--- config.mk ---
export PLATFORM = sky130hd
export DESIGN_NAME = mc_seq
export DESIGN_NICKNAME = d
export VERILOG_FILES = /design/src/rtl/mc_seq_pkg.sv /design/src/rtl/mc_seq_step.sv /design/src/rtl/mc_seq_decode.sv /design/src/rtl/mc_seq_pcir.sv /design/src/rtl/mc_seq.sv
export SDC_FILE = /design/constraint.sdc
export NUM_CORES = 1
export LEC_CHECK = 0
export BUFFER_PORTS_ARGS = -buffer_cell sky130_fd_sc_hd__buf_2
export CAP_MARGIN = 40
export CORE_ASPECT_RATIO = 1.2
export CORE_MARGIN = 1
export CORE_UTILIZATION = 51
export DETAILED_ROUTE_END_ITERATION = 8
export PLACE_DENSITY = 0.79
export SYNTH_ARGS = -nofsm -noshare
export SYNTH_HDL_FRONTEND = slang
export SYNTH_SLANG_ARGS = --single-unit
--- constraint.sdc ---
create_clock -name clk -period 2 [get_ports clk]
set_input_delay 0.3 -clock clk [delete_from_list [all_inputs] [get_ports clk]]
set_output_delay 0.3 -clock clk [all_outputs]
set_load 0.05 [all_outputs]
--- src/rtl/mc_seq_pkg.sv ---
package mc_seq_pkg;

  localparam int OPW = 4;

  typedef enum logic [2:0] {
    ST_T0   = 3'd0,
    ST_T1   = 3'd1,
    ST_T2   = 3'd2,
    ST_T3   = 3'd3,
    ST_T4   = 3'd4,
    ST_LOOP = 3'd5
  } step_e;

  typedef enum logic [2:0] {
    ALU_PASS  = 3'd0,
    ALU_ADD   = 3'd1,
    ALU_SUB   = 3'd2,
    ALU_AND   = 3'd3,
    ALU_OR    = 3'd4,
    ALU_SHADD = 3'd5
  } alu_e;

  typedef enum logic {
    PC_INC = 1'b0,
    PC_TGT = 1'b1
  } pc_src_e;

  localparam logic [OPW-1:0] OP_NOP = 4'd0;
  localparam logic [OPW-1:0] OP_ADD = 4'd1;
  localparam logic [OPW-1:0] OP_SUB = 4'd2;
  localparam logic [OPW-1:0] OP_AND = 4'd3;
  localparam logic [OPW-1:0] OP_OR  = 4'd4;
  localparam logic [OPW-1:0] OP_LD  = 4'd5;
  localparam logic [OPW-1:0] OP_ST  = 4'd6;
  localparam logic [OPW-1:0] OP_JMP = 4'd7;
  localparam logic [OPW-1:0] OP_MUL = 4'd8;

  typedef struct packed {
    logic    addr_oe;
    logic    addr_sel;
    logic    mem_rd;
    logic    mem_wr;
    logic    reg_we;
    logic    mul_init;
    logic    mul_step;
    logic    pc_we;
    pc_src_e pc_src;
    logic    ir_ld;
    alu_e    alu;
    logic    fin;      // last step of this instruction
    logic    loop_go;  // enter the multiply loop next
  } ctrl_t;

endpackage

--- src/rtl/mc_seq_step.sv ---
module mc_seq_step
  import mc_seq_pkg::*;
#(
  parameter int MUL_ITERS = 32
) (
  input  logic  clk,
  input  logic  rst,
  input  logic  go,
  input  logic  fin,
  input  logic  loop_go,
  output step_e step_o,
  output logic  loop_last_o
);

  localparam int CNT_W = (MUL_ITERS > 1) ? $clog2(MUL_ITERS) : 1;
  localparam logic [CNT_W-1:0] CNT_LAST = CNT_W'(MUL_ITERS - 1);

  step_e            step_q;
  logic [CNT_W-1:0] iter_q;

  assign loop_last_o = (iter_q == CNT_LAST);
  assign step_o      = step_q;

  always_ff @(posedge clk) begin
    if (rst) begin
      step_q <= ST_T0;
      iter_q <= '0;
    end else begin
      unique case (step_q)
        ST_T0: if (go) step_q <= ST_T1;
        ST_T1: step_q <= ST_T2;
        ST_T2: step_q <= ST_T3;
        ST_T3, ST_T4: begin
          if (fin) begin
            step_q <= ST_T0;
          end else if (loop_go) begin
            step_q <= ST_LOOP;
            iter_q <= '0;
          end else begin
            step_q <= step_e'(step_q + 3'd1);
          end
        end
        ST_LOOP: begin
          if (loop_last_o) begin
            step_q <= ST_T0;
            iter_q <= '0;
          end else begin
            iter_q <= iter_q + 1'b1;
          end
        end
        default: step_q <= ST_T0;
      endcase
    end
  end

endmodule

--- src/rtl/mc_seq_decode.sv ---
module mc_seq_decode
  import mc_seq_pkg::*;
(
  input  step_e          step,
  input  logic [OPW-1:0] opcode,
  input  logic           go,
  output ctrl_t          ctrl
);

  always_comb begin
    ctrl        = '0;
    ctrl.alu    = ALU_PASS;
    ctrl.pc_src = PC_INC;
    unique case (step)
      ST_T0: ctrl.addr_oe = go;
      ST_T1: ctrl.mem_rd  = 1'b1;
      ST_T2: begin
        ctrl.ir_ld  = 1'b1;
        ctrl.pc_we  = 1'b1;
        ctrl.pc_src = PC_INC;
      end
      ST_T3: begin
        unique case (opcode)
          OP_ADD: begin ctrl.alu = ALU_ADD; ctrl.reg_we = 1'b1; ctrl.fin = 1'b1; end
          OP_SUB: begin ctrl.alu = ALU_SUB; ctrl.reg_we = 1'b1; ctrl.fin = 1'b1; end
          OP_AND: begin ctrl.alu = ALU_AND; ctrl.reg_we = 1'b1; ctrl.fin = 1'b1; end
          OP_OR:  begin ctrl.alu = ALU_OR;  ctrl.reg_we = 1'b1; ctrl.fin = 1'b1; end
          OP_LD: begin
            ctrl.addr_sel = 1'b1;
            ctrl.mem_rd   = 1'b1;
          end
          OP_ST: begin
            ctrl.addr_sel = 1'b1;
            ctrl.mem_wr   = 1'b1;
            ctrl.fin      = 1'b1;
          end
          OP_JMP: begin
            ctrl.pc_we  = 1'b1;
            ctrl.pc_src = PC_TGT;
            ctrl.fin    = 1'b1;
          end
          OP_MUL: begin
            ctrl.mul_init = 1'b1;
            ctrl.loop_go  = 1'b1;
          end
          default: ctrl.fin = 1'b1;
        endcase
      end
      ST_T4: begin
        ctrl.reg_we = (opcode == OP_LD);
        ctrl.fin    = 1'b1;
      end
      ST_LOOP: begin
        ctrl.mul_step = 1'b1;
        ctrl.alu      = ALU_SHADD;
      end
      default: ctrl.fin = 1'b1;
    endcase
  end

endmodule

--- src/rtl/mc_seq_pcir.sv ---
module mc_seq_pcir
  import mc_seq_pkg::*;
#(
  parameter int IW = 16,
  parameter int AW = 12
) (
  input  logic          clk,
  input  logic          rst,
  input  logic          pc_we,
  input  pc_src_e       pc_src,
  input  logic          ir_ld,
  input  logic [IW-1:0] instr_i,
  output logic [AW-1:0] pc_o,
  output logic [IW-1:0] ir_o
);

  logic [AW-1:0] pc_q;
  logic [IW-1:0] ir_q;
  logic [AW-1:0] pc_next;

  assign pc_next = (pc_src == PC_TGT) ? ir_q[AW-1:0] : pc_q + 1'b1;

  always_ff @(posedge clk) begin
    if (rst) begin
      pc_q <= '0;
      ir_q <= '0;
    end else begin
      if (pc_we) pc_q <= pc_next;
      if (ir_ld) ir_q <= instr_i;
    end
  end

  assign pc_o = pc_q;
  assign ir_o = ir_q;

endmodule

--- src/rtl/mc_seq.sv ---
module mc_seq
  import mc_seq_pkg::*;
#(
  parameter int IW        = 16,
  parameter int AW        = 12,
  parameter int MUL_ITERS = 32
) (
  input  logic          clk,
  input  logic          rst,
  input  logic          go,
  input  logic [IW-1:0] instr_i,
  output logic          ready_o,
  output logic          addr_oe_o,
  output logic          addr_sel_o,
  output logic          mem_rd_o,
  output logic          mem_wr_o,
  output logic          reg_we_o,
  output logic [2:0]    alu_op_o,
  output logic          mul_init_o,
  output logic          mul_step_o,
  output logic          pc_we_o,
  output logic          ir_ld_o,
  output logic [AW-1:0] pc_o,
  output logic [IW-1:0] ir_o
);

  step_e          step;
  logic           loop_last;
  ctrl_t          ctrl;
  logic [OPW-1:0] opcode;

  assign opcode = ir_o[IW-1 -: OPW];

  mc_seq_step #(.MUL_ITERS(MUL_ITERS)) u_step (
    .clk        (clk),
    .rst        (rst),
    .go         (go),
    .fin        (ctrl.fin),
    .loop_go    (ctrl.loop_go),
    .step_o     (step),
    .loop_last_o(loop_last)
  );

  mc_seq_decode u_dec (
    .step  (step),
    .opcode(opcode),
    .go    (go),
    .ctrl  (ctrl)
  );

  mc_seq_pcir #(.IW(IW), .AW(AW)) u_pcir (
    .clk    (clk),
    .rst    (rst),
    .pc_we  (ctrl.pc_we),
    .pc_src (ctrl.pc_src),
    .ir_ld  (ctrl.ir_ld),
    .instr_i(instr_i),
    .pc_o   (pc_o),
    .ir_o   (ir_o)
  );

  // loop_last is consumed inside the step counter; exposed for the checker
  logic loop_done;
  assign loop_done = loop_last & (step == ST_LOOP);

  assign ready_o    = (step == ST_T0);
  assign addr_oe_o  = ctrl.addr_oe;
  assign addr_sel_o = ctrl.addr_sel;
  assign mem_rd_o   = ctrl.mem_rd;
  assign mem_wr_o   = ctrl.mem_wr;
  assign reg_we_o   = ctrl.reg_we;
  assign alu_op_o   = ctrl.alu;
  assign mul_init_o = ctrl.mul_init;
  assign mul_step_o = ctrl.mul_step;
  assign pc_we_o    = ctrl.pc_we;
  assign ir_ld_o    = ctrl.ir_ld;

endmodule

; ---- After elaboration in Yosys (flattened, before gate mapping)
; Index checks and enable logic that the tools add are counted.
; Widths: inputs -> output; s select.
[word_totals]
register_bits = 36
input_bits = 19
out_inout_bits = 41
wordCells = 63
[op_classes]
add_sub_neg = 3
n_eq_ne = 18
mux = 29
n_reduce_logical = 9
[ops]
columns = cell, n
row1 = $eq 4x3->1 const B, 4
row2 = $mux 5, 3
row3 = $pmux 3 s5, 1
row4 = $add 12x1->12 const B, 1
row5 = $mux 1, 12
row6 = $mux 12, 1
row7 = $mux 3, 4
row8 = $pmux 3 s4, 1
row9 = $pmux 5 s2, 1
row10 = $eq 4x2->1 const B, 2
row11 = $ne 2x2->1 const B, 4
row12 = $reduce_or 4->1, 2
row13 = $eq 3x2->1 const B, 2
row14 = $eq 3x3->1 const B, 2
row15 = $pmux 1 s2, 3
row16 = $pmux 3 s2, 1
row17 = $reduce_or 2->1, 3
row18 = $add 5x1->5 const B, 1
row19 = $eq 5x5->1 const B, 1
row20 = $eq 4x1->1 const B, 1
row21 = $eq 4x4->1 const B, 1
row22 = $pmux 2 s2, 1
row23 = $add 3x1->3 const B, 1
row24 = $eq 3x1->1 const B, 1
row25 = other kinds (5), 5

; ---- Logic depth before layout (Yosys ltp)
; Gate-level depths: netlist of run 1.
[depth]
depth_word = 6
mapped_depth = 7
mapped_depth_nobuf = 7

; ---- Modules after synthesis
; From an unflattened synthesis of run 1, not the netlist that was laid out.
[unflattened]
hier_cells = 256
area_unflattened_um2 = 2178.3
[by_module_without_submodules]
columns = module, n_inst, cells_per_inst, area_per_inst_um2, seq_area_each_um2
row1 = mc_seq_pcir, 1, 148, 1295.0, 560.5
row2 = mc_seq_step, 1, 69, 598.1, 160.2
row3 = mc_seq_decode, 1, 38, 275.3, 0.0
row4 = mc_seq, 1, 1, 10.0, 0.0

; ---- Worst setup path before layout of run 1
; Ideal clock, no wire load.
[synth_timing]
path_kind = register to output
start = reg u_step.step_q[1] (netlist: u_step.step_o[1])
end = out mem_wr_o
t_arrival_ns = 2.259
required_ns = 1.700
slack_ns = -0.559
stages_incl_launch_ff = 6
n_path_buf = 0
path_cell_list = dfxtp_1 ha_1 ha_1 and2b_1 nand2_1 nor3b_1
[synth_via]
elab_chain_cells = 2
[synth_rtl]
columns = item, line
row1 = from (decl), mc_seq_step.sv:18  ; step_e step_q;
row2 = from (signal assigned), mc_seq_step.sv:40  ; step_q <= step_e'(step_q + 3'd1);
row3 = $eq 3x2->1, mc_seq_decode.sv:14  ; unique case (step)
row4 = $mux 1, mc_seq_decode.sv:14
row5 = to (decl), mc_seq.sv:16  ; output logic mem_wr_o,
; Every way passes these cells.

; ---- Worst setup path in the final report of run 1
[layout_timing]
start = reg u_step.step_q[0] (netlist: u_step.step_o[0])
end = out mem_wr_o
; Same word-level chain as after synthesis.

==> results of run 1 <==
worst min path at each step:
stage                                     to  cells after the start
3_3_place_gp   u_step.iter_q[3]$_SDFFE_PP0P_                      1
3_5_place_dp     u_pcir.ir_o[3]$_SDFFE_PP0P_                      2
2_1_floorplan  u_step.iter_q[3]$_SDFFE_PP0P_                      1
5_1_grt          u_pcir.ir_o[0]$_SDFFE_PP0P_                      3
4_1_cts         u_pcir.ir_o[12]$_SDFFE_PP0P_                      3
6_report        u_pcir.ir_o[13]$_SDFFE_PP0P_                      3
Yosys cell counts, types with 2 or more instances:
library cell,count,area share
a41oi_1,2,0.0089
nor3_1,8,0.020
o21ai_0,8,0.020
nand3b_1,3,0.011
a311oi_1,3,0.013
and3_1,2,0.0063
nand4_2,2,0.013
buf_2,4,0.010
xor2_1,2,0.0089
buf_6,2,0.011
and2_1,2,0.0063
and3b_1,2,0.0089
inv_1,9,0.017
a21oi_1,22,0.056
nand3_1,3,0.0076
nor2_1,20,0.038
clkbuf_1,5,0.0095
nor3b_1,2,0.0076
nand4_1,2,0.0063
nor2b_1,2,0.0063
a211oi_1,9,0.034
dfxtp_1,36,0.36
nand2_1,46,0.087
ha_1,8,0.051
nand2b_1,2,0.0063
xnor2_1,10,0.044
mux2_2,2,0.011
final cells by class:
class | count | share of cell area
inverters | 10 | 0.0158
clock inverters | 1 | 0.00287
well taps | 52 | 0.0248
multi-input cells | 183 | 0.485
clock buffers | 7 | 0.0330
flip-flops and latches | 36 | 0.279
repair buffers | 71 | 0.160
registers in the layout, summed over array words and instances (netlist names):
name	flops
u_pcir.ir_o	16
u_pcir.pc_o	12
u_step.step_o	3
u_step.iter_q	5
kinds of logic (layout without fill, tap and decap cells):
group                    after synthesis  count (layout)  share of synthesized area
AO/OA/AOI/OAI                         55              55                      0.177
XOR/XNOR                              12              12                     0.0532
adder cells (fa/ha/maj)                8               8                     0.0506
buffers and inverters                 23              89                     0.0557
flip-flops                            36              36                      0.365
multiplexers                           2               2                     0.0114
AND/OR/NAND/NOR                      106             106                      0.288
power breakdown:
| part | internal, mW | switching [mW] |
|---|---|---|
| registers | 0.816 | 0.126 |
| clock network | 0.280 | 0.255 |
| logic | 0.397 | 0.824 |
metrics by stage:
stage / area, µm² / worst slack, ps
after floorplan: 2020 / -101
after global placement: 2400 / 92.2
after detailed placement: 2400 / 20.3
after CTS: 2550 / 2.63
after global routing: 2620 / -21.9
final: 2620 / 53.9
timing repair:
item,CTS,global route
gates cloned,0,0
hold buffers,0,0
resized for setup,17,22
pin swaps,1,3
setup endpoints to repair,10,11
routing by layer:
metal  global-route usage  vias up  part of all wire
li1                     -      969                 -
met1                0.314      890              0.44
met2                0.407       51              0.50
met3               0.0463        7             0.040
met4               0.0979        0             0.016
met5                    0        -                 0
worst register-to-register path, stage by stage (launching register included):
cell and delay (ps):
dfxtp_1 340, ha_1 240, and3_1 190, ha_1 210
nand3b_1 280, or3b_1 400, a21oi_1 140
cells in the final DEF, fill, tap and decap left out, drive strengths merged, types with 2 or more instances in the layout:
cell and instances:
nand3b 4, a21oi 22, clkinvlp 2, nand2b 2, nor2b 2, dfxtp 36, nand4 4, ha 8
buf 68, nor3 8, a311oi 3, inv 9, nand3 3, nor3b 2, mux2 2, a41oi 2
xnor2 10, and2 2, and3b 2, a211oi 10, nand2 47, xor2 2, o21ai 9, clkbuf 10
nor4 2, and3 2, nor2 21
==> reports/metrics.csv, run 1 <==
stage,metric,value,unit
run_status,status,"complete, no violations",
final_layout,layout cell share with drive strength beyond 1,0.380,
critical_path,worst r2r src,u_step.iter_q[0]$_SDFFE_PP0P_,
sta,final period utilization,0.973,
synth,register area share after synthesis,0.365,
critical_path,"most used cell, CP",ha_4,
synth,"Primary FF master, synth",dfxtp_1,
clocking,Clock Latency Late Sink,280,ps
sta,Hold WS,239,ps
power,leak pwr,1.19,nW
drt,Initial DRC Count,122,
critical_path,Worst setup EP type,output pin,
floorplanning,initial core utilization,0.540,
clocking,H-Tree Depth,2,
critical_path,largest fanout on the critical path,5,
drt,Post-route DRC,0,
final_layout,Multi-input gate area,0.00127,mm²
critical_path,CP max stage cell,dfxtp_4,
drt,Pre-antenna DRT Iters,4,
power,pwr dens,1030,mW/mm²
sta,final hold viol count,0,
synth,Cell variety after synth,51,
synth,Mean Syn Cell Area,8.17,µm²
drt,"antenna viol nets, final",0,
sta,post-route clock skew,3.71,ps
final_layout,Register Area,732,µm²
global_route,All-Layer GR Usage,0.248,
sta,Max Fclk,514,MHz
sta,final slew viol count,0,
final_layout,"Core Util, Final",0.715,
place,Port Buf Inserts,59,
clocking,Root Driver,clkbuf_8,
global_route,vias in the first global route,1817,
sta,Least-Margin Pin Slew,329,ps
clocking,CTS tree,built,
place,Cell Count Post-Placement,352,
synth,Seq cells post-synth,36,
drt,routed length per instance,13.0,µm
critical_path,worst reg2reg path depth,6,
clocking,clk buf depth,2,
critical_path,"delay-heaviest family, CP",simple AND/OR/NAND/NOR gates,
final_layout,area delta synth->final,32.5,%
sta,setup violators final,0,
critical_path,worst setup path endpoint,mem_wr_o,
worst_hold_path,worst hold start,instr_i[13],
critical_path,CP arrival,1650,ps
critical_path,Crit path depth,6,
clocking,postcts setup bufs,0,
synth,yosys warns,0,
floorplanning,I/O Pins,60,
critical_path,crit path cell chain,ha_4 -> ha_4 -> and2b_4 -> nand2_4 -> nor3b_2 -> buf_6,
floorplanning,die area,0.00413,mm²
drt,vias post-DR,1917,
critical_path,Worst path max stage delay,390,ps
sta,RSZ-0062 raised after global routing,true,
synth,Mapped Area,0.00198,mm²
critical_path,FF-to-FF setup slack,140,ps
synth,post-synthesis cell count,242,
critical_path,CP Launch Point,u_step.step_o[0]$_SDFFE_PP0P_,
floorplanning,Die Span Y,70.2,µm
critical_path,data required time of the worst path,1700,ps
final_layout,NumNets Final,334,
clocking,clock tree sinks,36,
critical_path,Crit Reg-Reg Endpoint,u_step.iter_q[1]$_SDFFE_PP0P_,
floorplanning,Core ar.,0.00366,mm²
critical_path,CP Launch Type,flop,
place,routability congestion estimate,0.869,
sta,setup_tns,0,ps
synth,Synth Net Count,269,
final_layout,Layout Cells excl Fill,360,
global_route,GR Overflow Total,0,
floorplanning,Die Wd,58.8,µm
sta,max_slew headroom,0.780,
worst_hold_path,hold crit path type,in -> reg,
synth,Post-synth EDFFs,0,
critical_path,kind of critical path,reg -> out,
synth,asr flop ratio synth,0,
critical_path,crit path buf inv count,1,
clocking,Clock transition at path regs,70,ps
drt,vias per inst,5.33,
power,worst vdd ir,0.736,mV
global_route,first-pass GRT wire length,7890,µm
drt,Total Wirelength,4670,µm
global_route,pin count of the biggest net entering global routing,29,
global_route,initial antenna violation count,0,
sta,fin crit period,1950,ps
final_layout,# diodes,0,
power,total power,2.70,mW
job,Max-Cap Viols,0,
final_layout,fill count,296,
place,Post-DP HPWL,3490,µm
floorplanning,Row Count,24,
clocking,CTS Buf Count,5,
Power figures use the tool's default switching activity.
==> run 2: changes to the inputs <==
- ABC_AREA: default -> 1
==> run 2 against run 1 <==
The run now ends with setup timing left. Sequential share of layout area grew 0.34 points. Cell area decreased by 2.1%. Synthesized cell count is 17% higher. Worst setup slack lost 95 ps. Final cell count increased by 13%. Sequential power fell by 1%. Power is 4.8% lower. Count of clock-buffer cells in the layout fell by 2. Clock power shrank 5.6%. First-iteration DRC count decreased by 30%. Critical path depth grew 2. Clock skew up 2.8 ps.
==> reports/metrics.csv, run 2 <==
stage,metric,value,unit,change
run_status,status,finished with violations,,
run_status,failing checks,setup timing,,
critical_path,FF-to-FF setup slack,240,ps,+100 ps
final_layout,"Core Util, Final",0.700,,-0.0147
place,pre-CTS setup slack,92.1,ps,+71.8 ps
power,P_sw,1.20,mW,-0.71%
final_layout,max FFs per register,16,,unchanged
drt,met3 WL,262,µm,+39%
power,Sw Share,0.466,,+0.0193
global_route,vias in the first global route,1874,,+3.1%
global_route,first-pass GRT wire length,8090,µm,+2.6%
power,worst vdd ir,0.704,mV,-4.3%
clocking,Clock transition at path regs,70,ps,about the same
synth,asr flop ratio synth,0,,unchanged
clocking,clock tree sinks,36,,unchanged
place,Post-DP HPWL,3780,µm,+8.2%
synth,share of the synthesized area in the top cell type,0.364,,about the same
sta,final period utilization,1.02,,+0.0477
floorplanning,die area,0.00413,mm²,about the same
floorplanning,Die Wd,58.9,µm,about the same
drt,Met1 Wirelength,2060,µm,+0.68%
drt,"antenna viol nets, final",0,,unchanged
critical_path,data required time of the worst path,1700,ps,about the same
critical_path,"delay-heaviest family, CP",buffers and inverters,,
floorplanning,initial core utilization,0.540,,about the same
final_layout,NumNets Final,379,,+13%
job,Max-Cap Viols,0,,unchanged
sta,max_slew headroom,0.753,,-0.0270
critical_path,Worst setup EP type,output pin,,
power,total power,2.57,mW,-4.8%
sta,RSZ-0062 raised after global routing,true,,
power,Comb power frac,0.442,,-0.011
place,Cell Count Post-Placement,395,,+12%
clocking,CTS tree,built,,
power,share of power burned in registers,0.361,,+0.012
clocking,cts hold-fix bufs,0,,unchanged
drt,top layer in use,met4,,
sta,Hold WS,263,ps,+24.5 ps
sta,Max Fclk,490,MHz,-4.7%
clocking,clk buf depth,2,,unchanged
critical_path,worst r2r src,u_step.step_o[1]$_SDFFE_PP0P_,,
sta,Least-Margin Pin Slew,369,ps,+40.7 ps
worst_hold_path,hold path cells,3,,unchanged
synth,Yosys top cell by area,dfxtp_1,,
drt,Total Wirelength,5100,µm,+9.1%
synth,Seq cells post-synth,36,,unchanged
floorplanning,Core ar.,0.00366,mm²,unchanged
critical_path,largest fanout on the critical path,5,,unchanged
place,Port Buf Inserts,59,,unchanged
synth,Post-synth EDFFs,0,,unchanged
clocking,Root Driver,clkbuf_8,,
global_route,GR Overflow Total,0,,unchanged
synth,register area share after synthesis,0.364,,about the same
worst_hold_path,hold crit path type,in -> reg,,
synth,synth top area cells,"dfxtp_1 36%, nand2_1 10%, nor2_1 7.8%",,
final_layout,area delta synth->final,29.7,%,
critical_path,CP arrival,1740,ps,+90 ps
power,pwr dens,1000,mW/mm²,-2.8%
clocking,CTS Buf Count,5,,unchanged
worst_hold_path,worst hold start,instr_i[9],,
clocking,H-Tree Depth,2,,unchanged
synth,synth cell count leaders,"54 x nand2_1, 41 x nor2_1, 36 x dfxtp_1",,
sta,setup violators final,1,,+1
critical_path,CP max stage cell,dfxtp_2,,
place,routability congestion estimate,0.858,,-1.3%
drt,Post-route DRC,0,,unchanged
sta,final slew viol count,0,,unchanged
power,Clk pwr share,0.197,,about the same
critical_path,CP Launch Type,flop,,
synth,Synth Net Count,310,,+15%
final_layout,layout cell share with drive strength beyond 1,0.303,,-0.0768
critical_path,"most used cell, CP",nand2_2,,
final_layout,"commonest non-fill, non-tap cell in the layout",buf_2,,
synth,Mapped Area,0.00198,mm²,about the same
critical_path,kind of critical path,reg -> out,,
critical_path,worst reg2reg path depth,9,,+3
global_route,All-Layer GR Usage,0.256,,+0.00834
synth,most frequent cell after synthesis,nand2_1,,
floorplanning,Row Count,24,,unchanged
synth,Cell variety after synth,32,,-37%
power,leak pwr,1.28,nW,+7.8%
floorplanning,I/O Pins,60,,unchanged
final_layout,Layout Cells excl Fill,405,,+13%
critical_path,crit path cell chain,buf_4 -> inv_2 -> ha_1 -> nand2_1 -> nand2_2 -> nand2_2 -> o31ai_4 -> buf_6,,
sta,Setup WS post-layout,-41.5,ps,-95.4 ps
critical_path,Worst path max stage delay,340,ps,-50 ps
sta,fin crit period,2040,ps,+95.4 ps
final_layout,# diodes,0,,unchanged
global_route,initial antenna violation count,0,,unchanged
drt,Initial DRC Count,85,,-30%
sta,post-route clock skew,6.53,ps,+2.82 ps
sta,final hold viol count,0,,unchanged
final_layout,most frequent cells in the layout,"55 x buf_2, 52 x nand2_1, 41 x nor2_1, 32 x dfxtp_1, 31 x inv_1",,
floorplanning,Die Span Y,70.2,µm,about the same
synth,"Primary FF master, synth",dfxtp_1,,
drt,routed length per instance,12.6,µm,-3.0%
global_route,pin count of the biggest net entering global routing,18,,-38%
synth,Mean Syn Cell Area,6.99,µm²,-14%
drt,vias post-DR,2058,,+7.4%
power,Internal Power,1.37,mW,-8.1%
critical_path,Crit Reg-Reg Endpoint,u_step.step_o[2]$_SDFFE_PP0P_,,
drt,met2 WL,2710,µm,+15%
drt,vias per inst,5.08,,-4.6%
synth,post-synthesis cell count,283,,+17%
critical_path,crit path buf inv count,3,,+2
synth,yosys warns,0,,unchanged
drt,Pre-antenna DRT Iters,5,,+1
clocking,Clock Latency Late Sink,280,ps,about the same
worst_hold_path,WHS Endpoint,u_pcir.ir_o[9]$_SDFFE_PP0P_,,
## run 2: cell count changes in the layout (fill, tap and decap cells not counted), moves of 6 or more
cell and delta:
nand2_1 +8, a211oi_1 -9, buf_4 -7, o21ai_0 +20
nand3_1 +14, inv_1 +23, xnor2_1 -9, buf_2 +6
nor2_1 +22
## run 2: routing by layer
metal / GRT usage / vias up
met2: 0.447 / 62
met5: 0 / -
li1: - / 1053
met1: 0.294 / 937
met3: 0.0648 / 6
met4: 0.0899 / 0
## run 2: what timing repair did
item,in CTS,in global routing
setup buffers,0,2
gates resized for setup,9,7
pin swaps,0,2
endpoints found under the setup margin,5,5
## run 2: worst max path at each step
stage               cells after the start       end                     startpoint
global placement                        8  reg_we_o  u_step.step_o[0]$_SDFFE_PP0P_
CTS                                     8  reg_we_o  u_step.step_o[1]$_SDFFE_PP0P_
floorplan                               7  reg_we_o  u_step.step_o[0]$_SDFFE_PP0P_
finish                                  8  reg_we_o  u_step.step_o[0]$_SDFFE_PP0P_
global route                            8  reg_we_o  u_step.step_o[0]$_SDFFE_PP0P_
detailed placement                      8  reg_we_o  u_step.step_o[0]$_SDFFE_PP0P_
## run 2: cell type report
class,count,area [µm²]
clock buffer,5,68.8
clock inverter,3,18.8
fill,322,1100
inverter,36,138
multi-input combinational,205,1170
sequential,36,726
tap,52,65.1
timing repair buffer,68,384
## run 2: power groups by stage
| stage | clock network [mW] | logic [mW] | registers [mW] |
|---|---|---|---|
| after floorplan | 0 | 0.514 | 1.23 |
| after global placement | 0 | 1.08 | 0.932 |
| after detailed placement | 0 | 1.09 | 0.933 |
| after CTS | 0.520 | 1.11 | 0.918 |
| after global routing | 0.560 | 1.22 | 0.943 |
| final | 0.505 | 1.13 | 0.928 |
## run 2: worst register-to-register path: stages (launching register included)
cell and delay [ps]:
dfxtp_2 340, buf_4 150, inv_1 80, ha_1 190, nand2_1 160, or2_4 290
o21ai_0 130, inv_1 130, nand3_1 90, a21oi_1 80
## run 2: stage by stage
stage | instance area [µm²] | TNS, ps
finish | 2570 | -41.5
CTS | 2530 | -47.7
global placement | 2410 | 0
floorplan | 2020 | -113
global route | 2570 | -183
detailed placement | 2410 | 0
## run 2: cell families (layout without fill, tap and decap cells)
group           Yosys count  in the layout  share of synthesized area
xor+xnor                  6              6                     0.0266
simple gates            132            132                      0.315
buf+inv                  42            112                     0.0822
compound gates           59             59                      0.161
flops                    36             36                      0.364
fa+ha+maj                 8              8                     0.0506
==> run 3: changes to the inputs <==
--- a/config.mk
+++ b/config.mk
@@ -13,2 +13,3 @@
 export CORE_UTILIZATION = 51
+export CTS_BUF_LIST = sky130_fd_sc_hd__clkbuf_8 sky130_fd_sc_hd__clkbuf_16
 export DETAILED_ROUTE_END_ITERATION = 8
--- a/constraint.sdc
+++ b/constraint.sdc
@@ -3,2 +3,2 @@
 set_output_delay 0.3 -clock clk [all_outputs]
-set_load 0.05 [all_outputs]
+set_load 0.1 [all_outputs]
==> run 3 against run 2 <==
The run now ends clean. Die area is the same. Clock power grew 31%. Critical path depth is the same. Clock skew decreased by 1.7 ps. Core utilization is 3.6 points higher. Sequential cell count unchanged. Hold slack worse by 5.4 ps. Worst setup slack gained 59 ps. Via count is 2.8% higher. Final cell count stayed put. Fmax up 3.0%. Register-to-register slack improved by 20 ps.
==> reports/metrics.csv, run 3 (synthesis gave the netlist of run 2 again) <==
stage,metric,value,unit,change
sta,Hold WS,258,ps,-5.36 ps
final_layout,layout cell share with drive strength beyond 1,0.320,,+0.0170
sta,RSZ-0062 raised after global routing,true,,
power,P_sw,1.67,mW,+40%
power,share of power burned in registers,0.296,,-0.065
place,Cell Count Post-Placement,393,,-0.51%
sta,Setup WS post-layout,17.6,ps,+59.1 ps
floorplanning,initial core utilization,0.540,,unchanged
final_layout,"commonest non-fill, non-tap cell in the layout",nand2_1,,
critical_path,kind of critical path,reg -> out,,
sta,final period utilization,0.991,,-0.0295
power,pwr dens,1200,mW/mm²,+20%
clocking,H-Tree Depth,2,,unchanged
floorplanning,Die Wd,58.9,µm,unchanged
place,area post-placement,0.00253,mm²,+5.1%
worst_hold_path,worst hold start,instr_i[3],,
final_layout,Layout Cells excl Fill,405,,unchanged
final_layout,NumNets Final,379,,unchanged
power,worst vdd ir,1.19,mV,+70%
sta,fin crit period,1980,ps,-59.1 ps
clocking,Root Driver,clkbuf_8,,
place,Post-DP HPWL,3900,µm,+3.3%
sta,post-route clock skew,4.86,ps,-1.67 ps
power,Comb power frac,0.500,,+0.058
critical_path,worst r2r src,u_step.step_o[1]$_SDFFE_PP0P_,,
final_layout,final instance area,0.00270,mm²,+5.2%
global_route,pin count of the biggest net entering global routing,21,,+3
sta,Max Fclk,504,MHz,+3.0%
sta,final hold viol count,0,,unchanged
floorplanning,I/O Pins,60,,unchanged
floorplanning,die area,0.00413,mm²,unchanged
global_route,GR Overflow Total,0,,unchanged
clocking,clock tree sinks,36,,unchanged
floorplanning,Die Span Y,70.2,µm,unchanged
place,pre-CTS setup slack,244,ps,+152 ps
critical_path,data required time of the worst path,1700,ps,about the same
job,Max-Cap Viols,0,,unchanged
sta,max_slew headroom,0.673,,-0.0802
final_layout,"Core Util, Final",0.737,,+0.0362
clocking,cts hold-fix bufs,0,,unchanged
sta,final slew viol count,0,,unchanged
clocking,clk buf depth,2,,unchanged
drt,vias per inst,5.22,,+2.8%
place,routability congestion estimate,0.863,,+0.62%
critical_path,CP Launch Type,flop,,
global_route,All-Layer GR Usage,0.268,,+0.0119
final_layout,max FFs per register,16,,unchanged
power,leak pwr,1.31,nW,+2.0%
floorplanning,Row Count,24,,unchanged
drt,Post-route DRC,0,,unchanged
run_status,status,"complete, no violations",,
clocking,Clock transition at path regs,70,ps,about the same
global_route,initial antenna violation count,0,,unchanged
drt,Total Wirelength,5250,µm,+3.1%
drt,"antenna viol nets, final",0,,unchanged
critical_path,Worst setup EP type,output pin,,
critical_path,worst reg2reg path depth,9,,unchanged
critical_path,CP arrival,1680,ps,-60 ps
power,total power,3.24,mW,+26%
worst_hold_path,hold crit path type,in -> reg,,
drt,Pre-antenna DRT Iters,4,,-1
power,Internal Power,1.56,mW,+14%
floorplanning,Core ar.,0.00366,mm²,unchanged
critical_path,CP Launch Point,u_step.step_o[0]$_SDFFE_PP0P_,,
critical_path,largest fanout on the critical path,6,,+1
global_route,vias in the first global route,1919,,+2.4%
sta,setup violators final,0,,-1
global_route,first-pass GRT wire length,8420,µm,+4.0%
worst_hold_path,hold path cells,3,,unchanged
power,Clk pwr share,0.204,,+0.007
place,Port Buf Inserts,59,,unchanged
clocking,Clock Latency Late Sink,290,ps,about the same
drt,routed length per instance,13.0,µm,+3.1%
final_layout,most frequent cells in the layout,"53 x nand2_1, 51 x buf_2, 39 x nor2_1, 31 x inv_1, 28 x dfxtp_1",,
final_layout,fill count,300,,-6.8%
sta,setup_tns,0,ps,+41.5 ps
final_layout,area delta synth->final,36.4,%,
sta,Least-Margin Pin Slew,493,ps,+124 ps
clocking,CTS Buf Count,5,,unchanged
power,Sw Share,0.517,,+0.0509
drt,Initial DRC Count,90,,+5.9%
clocking,CTS tree,built,,
drt,vias post-DR,2115,,+2.8%
final_layout,# diodes,0,,unchanged
[run 3: repair_timing]
item,in CTS,in global routing
setup endpoints to repair,3,5
hold endpoints to repair,0,0
resized for setup,2,4
setup buffers,4,0
pin swaps,5,2
[run 3: critical path, cell delays in order, from the launching register on]
cell and delay (ps):
dfxtp_4 390, ha_4 150, ha_4 170, nand2_4 70, nor3_4 110, nand3b_1 140, nand2_2 70, o31ai_4 70
buf_12 210
[run 3: layout make-up]
class | count | area (µm²) | share of cell area
flip-flops and latches | 36 | 743 | 0.275
repair buffers | 68 | 445 | 0.165
inverters | 36 | 138 | 0.0510
clock buffers | 8 | 121 | 0.0450
multi-input cells | 205 | 1190 | 0.439
well taps | 52 | 65.1 | 0.0241
[run 3: final timing paths]
| check | end | slack, ps |
|---|---|---|
| max | reg_we_o | 20 |
| min | u_pcir.ir_o[3]$_SDFFE_PP0P_ | 260 |
| max reg2reg | u_step.step_o[0]$_SDFFE_PP0P_ | 260 |
| min reg2reg | u_pcir.ir_o[11]$_SDFFE_PP0P_ | 480 |
[run 3: per-layer routing]
layer,GRT usage,vias to the layer above,part of all wire
li1,-,1056,-
met1,0.297,985,0.40
met2,0.480,62,0.54
met3,0.0426,12,0.041
met4,0.130,0,0.024
met5,0,-,0
[run 3: power groups by stage]
stage	registers, mW	logic [mW]	clock network [mW]
detailed placement	0.973	1.58	0
finish	0.958	1.62	0.660
global route	0.970	1.70	0.695
CTS	0.954	1.61	0.669
floorplan	1.56	0.654	0
global placement	0.968	1.55	0
